[config.mk]
export PLATFORM = sky130hd
export DESIGN_NAME = busown_arbiter
export DESIGN_NICKNAME = d
export VERILOG_FILES = /design/src/rtl/busown_pkg.sv /design/src/rtl/busown_chan_req.sv /design/src/rtl/busown_dack_gen.sv /design/src/rtl/busown_grant_fsm.sv /design/src/rtl/busown_arbiter.sv
export SDC_FILE = /design/constraint.sdc
export NUM_CORES = 1
export LEC_CHECK = 0
export BUFFER_PORTS_ARGS = -buffer_cell sky130_fd_sc_hd__buf_2
export CORE_AREA = 2 2 39 41
export CTS_CLUSTER_SIZE = 25
export DETAILED_ROUTE_END_ITERATION = 8
export DIE_AREA = 0 0 41 43
export MAX_ROUTING_LAYER = met4
export PLACE_DENSITY = 0.75
export SYNTH_ARGS = -nofsm -noshare
export SYNTH_HDL_FRONTEND = slang
export SYNTH_SLANG_ARGS = --single-unit
[constraint.sdc]
create_clock -name clk -period 2.2 [get_ports clk]
set_clock_uncertainty 0.1 [all_clocks]
set_input_delay 0.22 -clock clk [delete_from_list [all_inputs] [get_ports clk]]
set_output_delay 0.22 -clock clk [all_outputs]
set_load 0.01 [all_outputs]
[src/rtl/busown_pkg.sv]
package busown_pkg;

    // Arbiter sequencing states
    typedef enum logic [1:0] {
        ARB_IDLE  = 2'd0,
        ARB_TRANS = 2'd1,
        ARB_OWN   = 2'd2
    } arb_state_e;

    // Slot positions in the request vector; lower index wins
    localparam int SLOT_RFSH = 0;
    localparam int SLOT_HOLD = 1;
    localparam int SLOT_DMA0 = 2;

endpackage

[src/rtl/busown_chan_req.sv]
module busown_chan_req (
    input  logic clk,
    input  logic rst_n,
    input  logic pin_i,
    input  logic int_i,
    input  logic sw_set_i,
    input  logic done_i,
    input  logic granted_i,
    output logic req_o
);

    typedef struct packed {
        logic sw;
    } creq_t;

    creq_t cur_q, nxt_d;

    always_comb begin
        nxt_d    = cur_q;
        // completion of an owned transfer drops the software bit; a new set wins
        nxt_d.sw = (cur_q.sw & ~(done_i & granted_i)) | sw_set_i;
    end

    always_ff @(posedge clk) begin
        if (!rst_n) cur_q <= '0;
        else        cur_q <= nxt_d;
    end

    assign req_o = pin_i | int_i | cur_q.sw;

    // software bit self-clears on an owned completion
    assert_sw_selfclear_R3: assert property (@(posedge clk) disable iff (!rst_n)
        (cur_q.sw && done_i && granted_i && !sw_set_i) |=> !cur_q.sw);

    // a set pulse always leaves the bit high
    assert_sw_set_R3: assert property (@(posedge clk) disable iff (!rst_n)
        sw_set_i |=> cur_q.sw);

endmodule

[src/rtl/busown_dack_gen.sv]
module busown_dack_gen (
    input  logic clk,
    input  logic rst_n,
    input  logic granted_i,
    input  logic flyby_i,
    input  logic io_phase_i,
    output logic dack_n_o
);

    typedef struct packed {
        logic flyby;
    } dack_t;

    dack_t cur_q, nxt_d;

    always_comb begin
        nxt_d = cur_q;
        // follow the mode input only while not owning; frozen during ownership
        if (!granted_i) nxt_d.flyby = flyby_i;
    end

    always_ff @(posedge clk) begin
        if (!rst_n) cur_q <= '{flyby: 1'b1};
        else        cur_q <= nxt_d;
    end

    assign dack_n_o = ~(granted_i & (cur_q.flyby | io_phase_i));

    // acknowledge never appears without the grant
    assert_dack_needs_grant_R8: assert property (@(posedge clk) disable iff (!rst_n)
        !dack_n_o |-> granted_i);

    // captured mode does not move during an ownership
    assert_mode_frozen_R9: assert property (@(posedge clk) disable iff (!rst_n)
        (granted_i && $past(granted_i)) |-> $stable(cur_q.flyby));

endmodule

[src/rtl/busown_grant_fsm.sv]
module busown_grant_fsm
    import busown_pkg::*;
#(
    parameter int NREQ      = 4,
    parameter int TI_CYCLES = 2
) (
    input  logic            clk,
    input  logic            rst_n,
    input  logic [NREQ-1:0] req_i,
    input  logic [NREQ-1:0] rel_i,
    output logic [NREQ-1:0] grant_o
);

    localparam int CW = (TI_CYCLES > 1) ? $clog2(TI_CYCLES) : 1;

    typedef struct packed {
        arb_state_e      st;
        logic [NREQ-1:0] pend;
        logic [CW-1:0]   cnt;
    } fsm_t;

    fsm_t cur_q, nxt_d;
    logic [NREQ-1:0] winner;

    // lowest index request wins
    always_comb begin
        winner = '0;
        for (int i = NREQ - 1; i >= 0; i--) begin
            if (req_i[i]) begin
                winner    = '0;
                winner[i] = 1'b1;
            end
        end
    end

    always_comb begin
        nxt_d = cur_q;
        case (cur_q.st)
            ARB_IDLE: begin
                if (|req_i) begin
                    nxt_d.st   = ARB_TRANS;
                    nxt_d.pend = winner;
                    nxt_d.cnt  = CW'(TI_CYCLES - 1);
                end
            end
            ARB_TRANS: begin
                if (!(|(cur_q.pend & req_i))) begin
                    nxt_d.st   = ARB_IDLE;
                    nxt_d.pend = '0;
                end else if (cur_q.cnt == '0) begin
                    nxt_d.st = ARB_OWN;
                end else begin
                    nxt_d.cnt = cur_q.cnt - 1'b1;
                end
            end
            ARB_OWN: begin
                if (|(cur_q.pend & rel_i)) begin
                    nxt_d.st   = ARB_IDLE;
                    nxt_d.pend = '0;
                end
            end
            default: begin
                nxt_d.st   = ARB_IDLE;
                nxt_d.pend = '0;
            end
        endcase
    end

    always_ff @(posedge clk) begin
        if (!rst_n) cur_q <= '{st: ARB_IDLE, pend: '0, cnt: '0};
        else        cur_q <= nxt_d;
    end

    assign grant_o = (cur_q.st == ARB_OWN) ? cur_q.pend : '0;

    // single owner
    assert_single_owner_R4: assert property (@(posedge clk) disable iff (!rst_n)
        $onehot0(grant_o));

    // no direct owner-to-owner switch
    assert_idle_gap_R5: assert property (@(posedge clk) disable iff (!rst_n)
        (|grant_o) |=> (grant_o == '0 || grant_o == $past(grant_o)));

    // ownership kept while no release arrives
    assert_keep_owner_R6: assert property (@(posedge clk) disable iff (!rst_n)
        ((|grant_o) && !(|(grant_o & rel_i))) |=> (grant_o == $past(grant_o)));

    // a grant never appears straight out of idle
    assert_no_instant_grant_R5: assert property (@(posedge clk) disable iff (!rst_n)
        (cur_q.st == ARB_IDLE) |=> (grant_o == '0));

endmodule

[src/rtl/busown_arbiter.sv]
module busown_arbiter
    import busown_pkg::*;
#(
    parameter int NCH       = 2,
    parameter int TI_CYCLES = 2
) (
    input  logic           clk,
    input  logic           rst_n,
    input  logic [NCH-1:0] drq_pin,
    input  logic [NCH-1:0] drq_int,
    input  logic [NCH-1:0] sw_req_set,
    input  logic [NCH-1:0] xfer_done,
    input  logic [NCH-1:0] mode_flyby,
    input  logic           io_phase,
    input  logic           hold_req,
    output logic           hold_ack,
    input  logic           rfsh_req,
    input  logic           rfsh_done,
    output logic           rfsh_n,
    output logic [NCH-1:0] dma_grant,
    output logic [NCH-1:0] dack_n
);

    localparam int NREQ = NCH + SLOT_DMA0;

    logic [NREQ-1:0] req_vec;
    logic [NREQ-1:0] rel_vec;
    logic [NREQ-1:0] grant_vec;
    logic [NCH-1:0]  chan_req;

    assign req_vec[SLOT_RFSH] = rfsh_req;
    assign req_vec[SLOT_HOLD] = hold_req;
    assign rel_vec[SLOT_RFSH] = rfsh_done;
    assign rel_vec[SLOT_HOLD] = ~hold_req;

    for (genvar c = 0; c < NCH; c++) begin : g_chan
        assign req_vec[SLOT_DMA0 + c] = chan_req[c];
        assign rel_vec[SLOT_DMA0 + c] = xfer_done[c];
        assign dma_grant[c]           = grant_vec[SLOT_DMA0 + c];

        busown_chan_req u_req (
            .clk       (clk),
            .rst_n     (rst_n),
            .pin_i     (drq_pin[c]),
            .int_i     (drq_int[c]),
            .sw_set_i  (sw_req_set[c]),
            .done_i    (xfer_done[c]),
            .granted_i (grant_vec[SLOT_DMA0 + c]),
            .req_o     (chan_req[c])
        );

        busown_dack_gen u_dack (
            .clk        (clk),
            .rst_n      (rst_n),
            .granted_i  (grant_vec[SLOT_DMA0 + c]),
            .flyby_i    (mode_flyby[c]),
            .io_phase_i (io_phase),
            .dack_n_o   (dack_n[c])
        );
    end

    busown_grant_fsm #(
        .NREQ      (NREQ),
        .TI_CYCLES (TI_CYCLES)
    ) u_fsm (
        .clk     (clk),
        .rst_n   (rst_n),
        .req_i   (req_vec),
        .rel_i   (rel_vec),
        .grant_o (grant_vec)
    );

    assign hold_ack = grant_vec[SLOT_HOLD];
    assign rfsh_n   = ~grant_vec[SLOT_RFSH];

    // refresh status only with the refresh grant
    assert_rfsh_status_R11: assert property (@(posedge clk) disable iff (!rst_n)
        !rfsh_n |-> (dma_grant == '0 && !hold_ack));

    // quiet outputs right after reset
    assert_reset_quiet_R12: assert property (@(posedge clk)
        $rose(rst_n) |-> (dma_grant == '0 && !hold_ack && rfsh_n && (&dack_n)));

endmodule

* After elaboration in Yosys (flattened, before gate mapping)
Cells that the tools add are included.
Widths: inputs -> output; s select.
** Word-level totals
- Bits in registers :: 11
- Word-level logic and storage cells :: 59
- Output and inout port bits :: 6
- Input bits :: 16
** Cells by class
- Bitwise gates (word level) :: 22
- Add/subtract/negate cells :: 1
- Equal/unequal tests :: 7
- Reduce and logical (&&, ||, !) cells :: 8
- Muxes and demuxes :: 14
** Operators with widths (count)
- $mux 4 :: 6
- $pmux 6 s3 :: 1
- $reduce_or 4->1 :: 3
- $reduce_and 3->1 :: 3
- $and 4x4->4 :: 2
- $or 1x1->1 :: 8
- $mux 7 :: 1
- $and 1x1->1 :: 6
- $mux 6 :: 1
- $ne 2x1->1 const B :: 3
- $not 1->1 :: 6
- $mux 2 :: 2
- $ne 3x3->1 const B :: 1
- $eq 2x1->1 const B :: 1
- $eq 2x2->1 const B :: 1
- $logic_not 2->1 :: 1
- $mux 1 :: 2
- $ne 2x2->1 const B :: 1
- $pmux 1 s2 :: 1
- $reduce_bool 2->1 :: 1
- $sub 1x1->1 const B :: 1

* Logic depth before layout (Yosys ltp)
- Depth in word-level cells :: 8
- Gate-level depth with buffers :: 4
- Gate-level depth less buffers :: 4

* Cells and area by module
From an unflattened synthesis, not the netlist that was laid out.
** Unflattened totals
- Cells, all modules :: 67
- Area total of the unflattened synthesis :: 563.0 um^2
** By module, submodules not included
- busown_grant_fsm :: area each 395.4 um^2, sequential area each 140.1 um^2, cells an instance 47, times used 1
- busown_chan_req :: area each 41.3 um^2, sequential area each 20.0 um^2, cells an instance 5, times used 2
- busown_dack_gen :: area each 38.8 um^2, sequential area each 20.0 um^2, cells an instance 4, times used 2
- busown_arbiter :: area each 7.5 um^2, sequential area each 0.0 um^2, cells an instance 2, times used 1

* Least setup slack after synthesis
No wires, ideal clock.
- Path kind :: reg2reg
- From :: register u_fsm.cur_q[3] (netlist bit)
- To :: register u_fsm.cur_q[0] (netlist bit)
- Clock period less this slack :: 1.363 ns
- Path slack :: 0.837 ns
- Data required time :: 1.985 ns
- Buffers on the path :: 0
- Stages on the path, launching flop included :: 5
- Arrival time :: 1.148 ns
- Setup time :: 0.115 ns
- Path through :: dfxtp_1 a222oi_1 and3_4 o32ai_1 and2_1
** On the way
- Cells in the longest elaborated chain, start to end :: 4
** Ends and longest elaborated chain
- start, declared :: RTL line busown_grant_fsm.sv:22 : fsm_t cur_q, nxt_d;
- start signal, assigned :: RTL line busown_grant_fsm.sv:70 : if (!rst_n) cur_q <= '{st: ARB_IDLE, pend: '0, cnt: '0};
- start signal, assigned :: RTL line busown_grant_fsm.sv:71 : else cur_q <= nxt_d;
- $and 4x4->4 :: RTL line busown_grant_fsm.sv:47 : if (!(|(cur_q.pend & req_i))) begin
- $reduce_or 4->1 :: RTL line busown_grant_fsm.sv:47
- $ne 2x1->1 (no line)
- $reduce_and 3->1 (no line)
No other way between the ends.
A chain may end at the register's enable or synchronous reset.

* Worst setup path in the final report
- From :: register u_fsm.cur_q[6] (netlist bit)
- To :: output port dack_n[1]
** On the way
- Cells in the longest elaborated chain, start to end :: 4
** Ends and longest elaborated chain
- $eq 2x2->1 :: RTL line busown_grant_fsm.sv:74 : assign grant_o = (cur_q.st == ARB_OWN) ? cur_q.pend : '0;
- $mux 4 :: RTL line busown_grant_fsm.sv:74
- $and 1x1->1 :: RTL line busown_dack_gen.sv:27 : assign dack_n_o = ~(granted_i & (cur_q.flyby | io_phase_i));
- $not 1->1 :: RTL line busown_dack_gen.sv:27
- end, declared :: RTL line busown_arbiter.sv:21 : output logic [NCH-1:0] dack_n
No other way between the ends.

==> impl_metrics.ini <==
[status]
status = finished clean

[power_and_ir_drop]
seqPwrFrac = 0.512
combPwrFrac = 0.165
p_leak_nw = 0.281
power.internal_mw = 0.317
pwr-share-clk = 0.323
power_density_nw_per_um2 = 596
peakVddDrop_v = 0.000327
switching_share = 0.277
p_sw_mw = 0.122

[cts]
clockBufferDepth = 2
cts_tree = yes
clkSlewWorstSetupHoldPaths_ns = 0.07
cts.sinks = 11
cts-root-buf = clkbuf_4
clock_latency_ns = 0.28
h-tree-depth = 1
post_cts_buffers = 0
numCtsBuffers = 3
hold_buffers = 0
ctsResizeCount = 0

[setup_path]
cpPeakStageDelay_ns = 0.45
worstPathCellList = and2b_4 -> and2_1 -> o21ai_0 -> buf_2
cp.required_ns = 1.88
crit_path_start_kind = flop
crit_slowest_cell = dfxtp_1
crit_fanout = 7
arrival_ns = 1.40
path_class = reg2out
rrSetupSlack_ns = 0.65
worstSetupEndpointType = output pin

[final_layout]
fillCellCount = 131
antennaDiodeCount = 0
final_nets = 106
design_area_um2 = 736
drive_gt1_frac = 0.382
final_common_cell = buf_2
final_cell_mix = 21 x buf_2, 11 x dfxtp_1, 9 x nand2_1
synthToLayoutAreaGrowth_pct = 19.0
final_core_util = 0.532

[synth]
netlist_instances = 69
synth_nets = 85
synth_cell_types = 31
yosys_register_bits = 11
yosys_warnings = 0
synth_enable_flop_cells = 0
synthArstFlopShare = 0
postSynthAreaPerCell_um2 = 8.96
synth_area_um2 = 618
ys.flop_type = dfxtp_1
synth-seq-area-share = 0.356

[detailed_routing]
firstDrtPassIters = 4
routed_wl_mm = 1.37
drtIter0Drc = 27
wl_per_cell_um = 13.1
viasPerCell = 5.54
drc = 0
via_count = 582
drtAntennaViolNets = 0

[grt]
grt_pass1_wl_mm = 2.20
grt_max_degree = 12
grt_pass1_vias = 541
antenna_found_initial = 0
grt_use_total = 0.190
overflow = 0

[placement]
dp_hpwl_mm = 1.08
gp_congestion = 0.887
portBuffers = 21
place_ws_ns = 0.660
dpl_cell_area_um2 = 709

[sta]
final.min_clock_period_ns = 1.72
drv_slew = 0
rsz0062_at_grt = no
tns_ns = 0
worst_slack_ns = 0.484
slew_headroom = 0.725
setup_viol = 0
timing.final.crit_share = 0.780
tightest_slew_ns = 0.413
max_freq_mhz = 583
hold_viol = 0

[floorplan]
rows = 14
ioPinCount = 22
die-height_um = 43
fp.dieW_um = 41
start_util = 0.447
fp.dieArea_um2 = 1760
core-area_um2 = 1380

[hold_path]
hold_path_class = in2reg

[flow_run]
drv_cap = 0
==> logic make-up (layout without fill, tap and decap cells) <==
family	Yosys count	count (layout)	share of synthesized area
and+or+nand+nor	31	31	0.332
muxes	2	2	0.0324
AOI/OAI and AO/OA	17	17	0.207
buffers and inverters	8	28	0.0729
DFF	11	11	0.356
==> layer usage <==
metal	up-vias	wire [µm]	GRT usage
li1	293	-	-
met1	258	559	0.229
met2	28	650	0.291
met3	3	132	0.0314
met4	0	29	0.100
met5	-	0	-
==> final timing paths <==
check | from | to | depth (start not counted)
worst min register to register | g_chan[1].u_dack.cur_q$_SDFFE_PN1P_ | g_chan[1].u_dack.cur_q$_SDFFE_PN1P_ | 2
worst min-delay path | sw_req_set[1] | g_chan[1].u_req.cur_q$_SDFF_PN0_ | 2
worst max register to register | u_fsm.cur_q[1]$_SDFFE_PN0P_ | u_fsm.cur_q[0]$_SDFFE_PN0P_ | 4
worst max-delay path | u_fsm.cur_q[6]$_SDFFE_PN0P_ | dack_n[1] | 4
==> synthesized netlist by cell type, types with 3 or more instances <==
cell type,instances,area (µm²)
nand3_1,4,20.0
buf_4,4,30.0
nand2_1,9,33.8
and2_1,3,18.8
inv_1,3,11.3
dfxtp_1,11,220
==> through the flow <==
step | power (mW) | instances | hold WS, ns
after floorplan | 0.273 | 69 | 0.237
after global placement | 0.298 | 101 | 0.331
after detailed placement | 0.301 | 101 | 0.335
after CTS | 0.440 | 105 | 0.0490
after global routing | 0.457 | 105 | 0.0634
final | 0.438 | 105 | 0.0467
==> power groups by stage <==
stage | Clock [mW] | Combinational, mW | Sequential (mW)
2_1_floorplan | 0 | 0.0461 | 0.227
3_3_place_gp | 0 | 0.0693 | 0.228
3_5_place_dp | 0 | 0.0721 | 0.229
4_1_cts | 0.143 | 0.0724 | 0.224
5_1_grt | 0.148 | 0.0821 | 0.226
6_report | 0.141 | 0.0725 | 0.225
==> registers in the layout, summed over array words and instances, names as in the netlist <==
signal	count
u_fsm.cur_q	7
g_chan.u_dack.cur_q	2
g_chan.u_req.cur_q	2
==> final cells by class <==
class / count / area, µm² / area share
timing repair buffer: 21 / 105 / 0.143
clock buffer: 4 / 26.3 / 0.0357
multi-input combinational: 50 / 353 / 0.480
tap: 16 / 20.0 / 0.0272
sequential: 11 / 220 / 0.299
inverter: 3 / 11.3 / 0.0153
==> critical path: cells and delay by family (launching register included) <==
| kind | cells | cell delay (ns) |
|---|---|---|
| AND/OR/NAND/NOR | 2 | 0.43 |
| flip-flops | 1 | 0.45 |
| buffers and inverters | 1 | 0.14 |
| AO/OA/AOI/OAI | 1 | 0.09 |
Power figures use the tool's default switching activity.
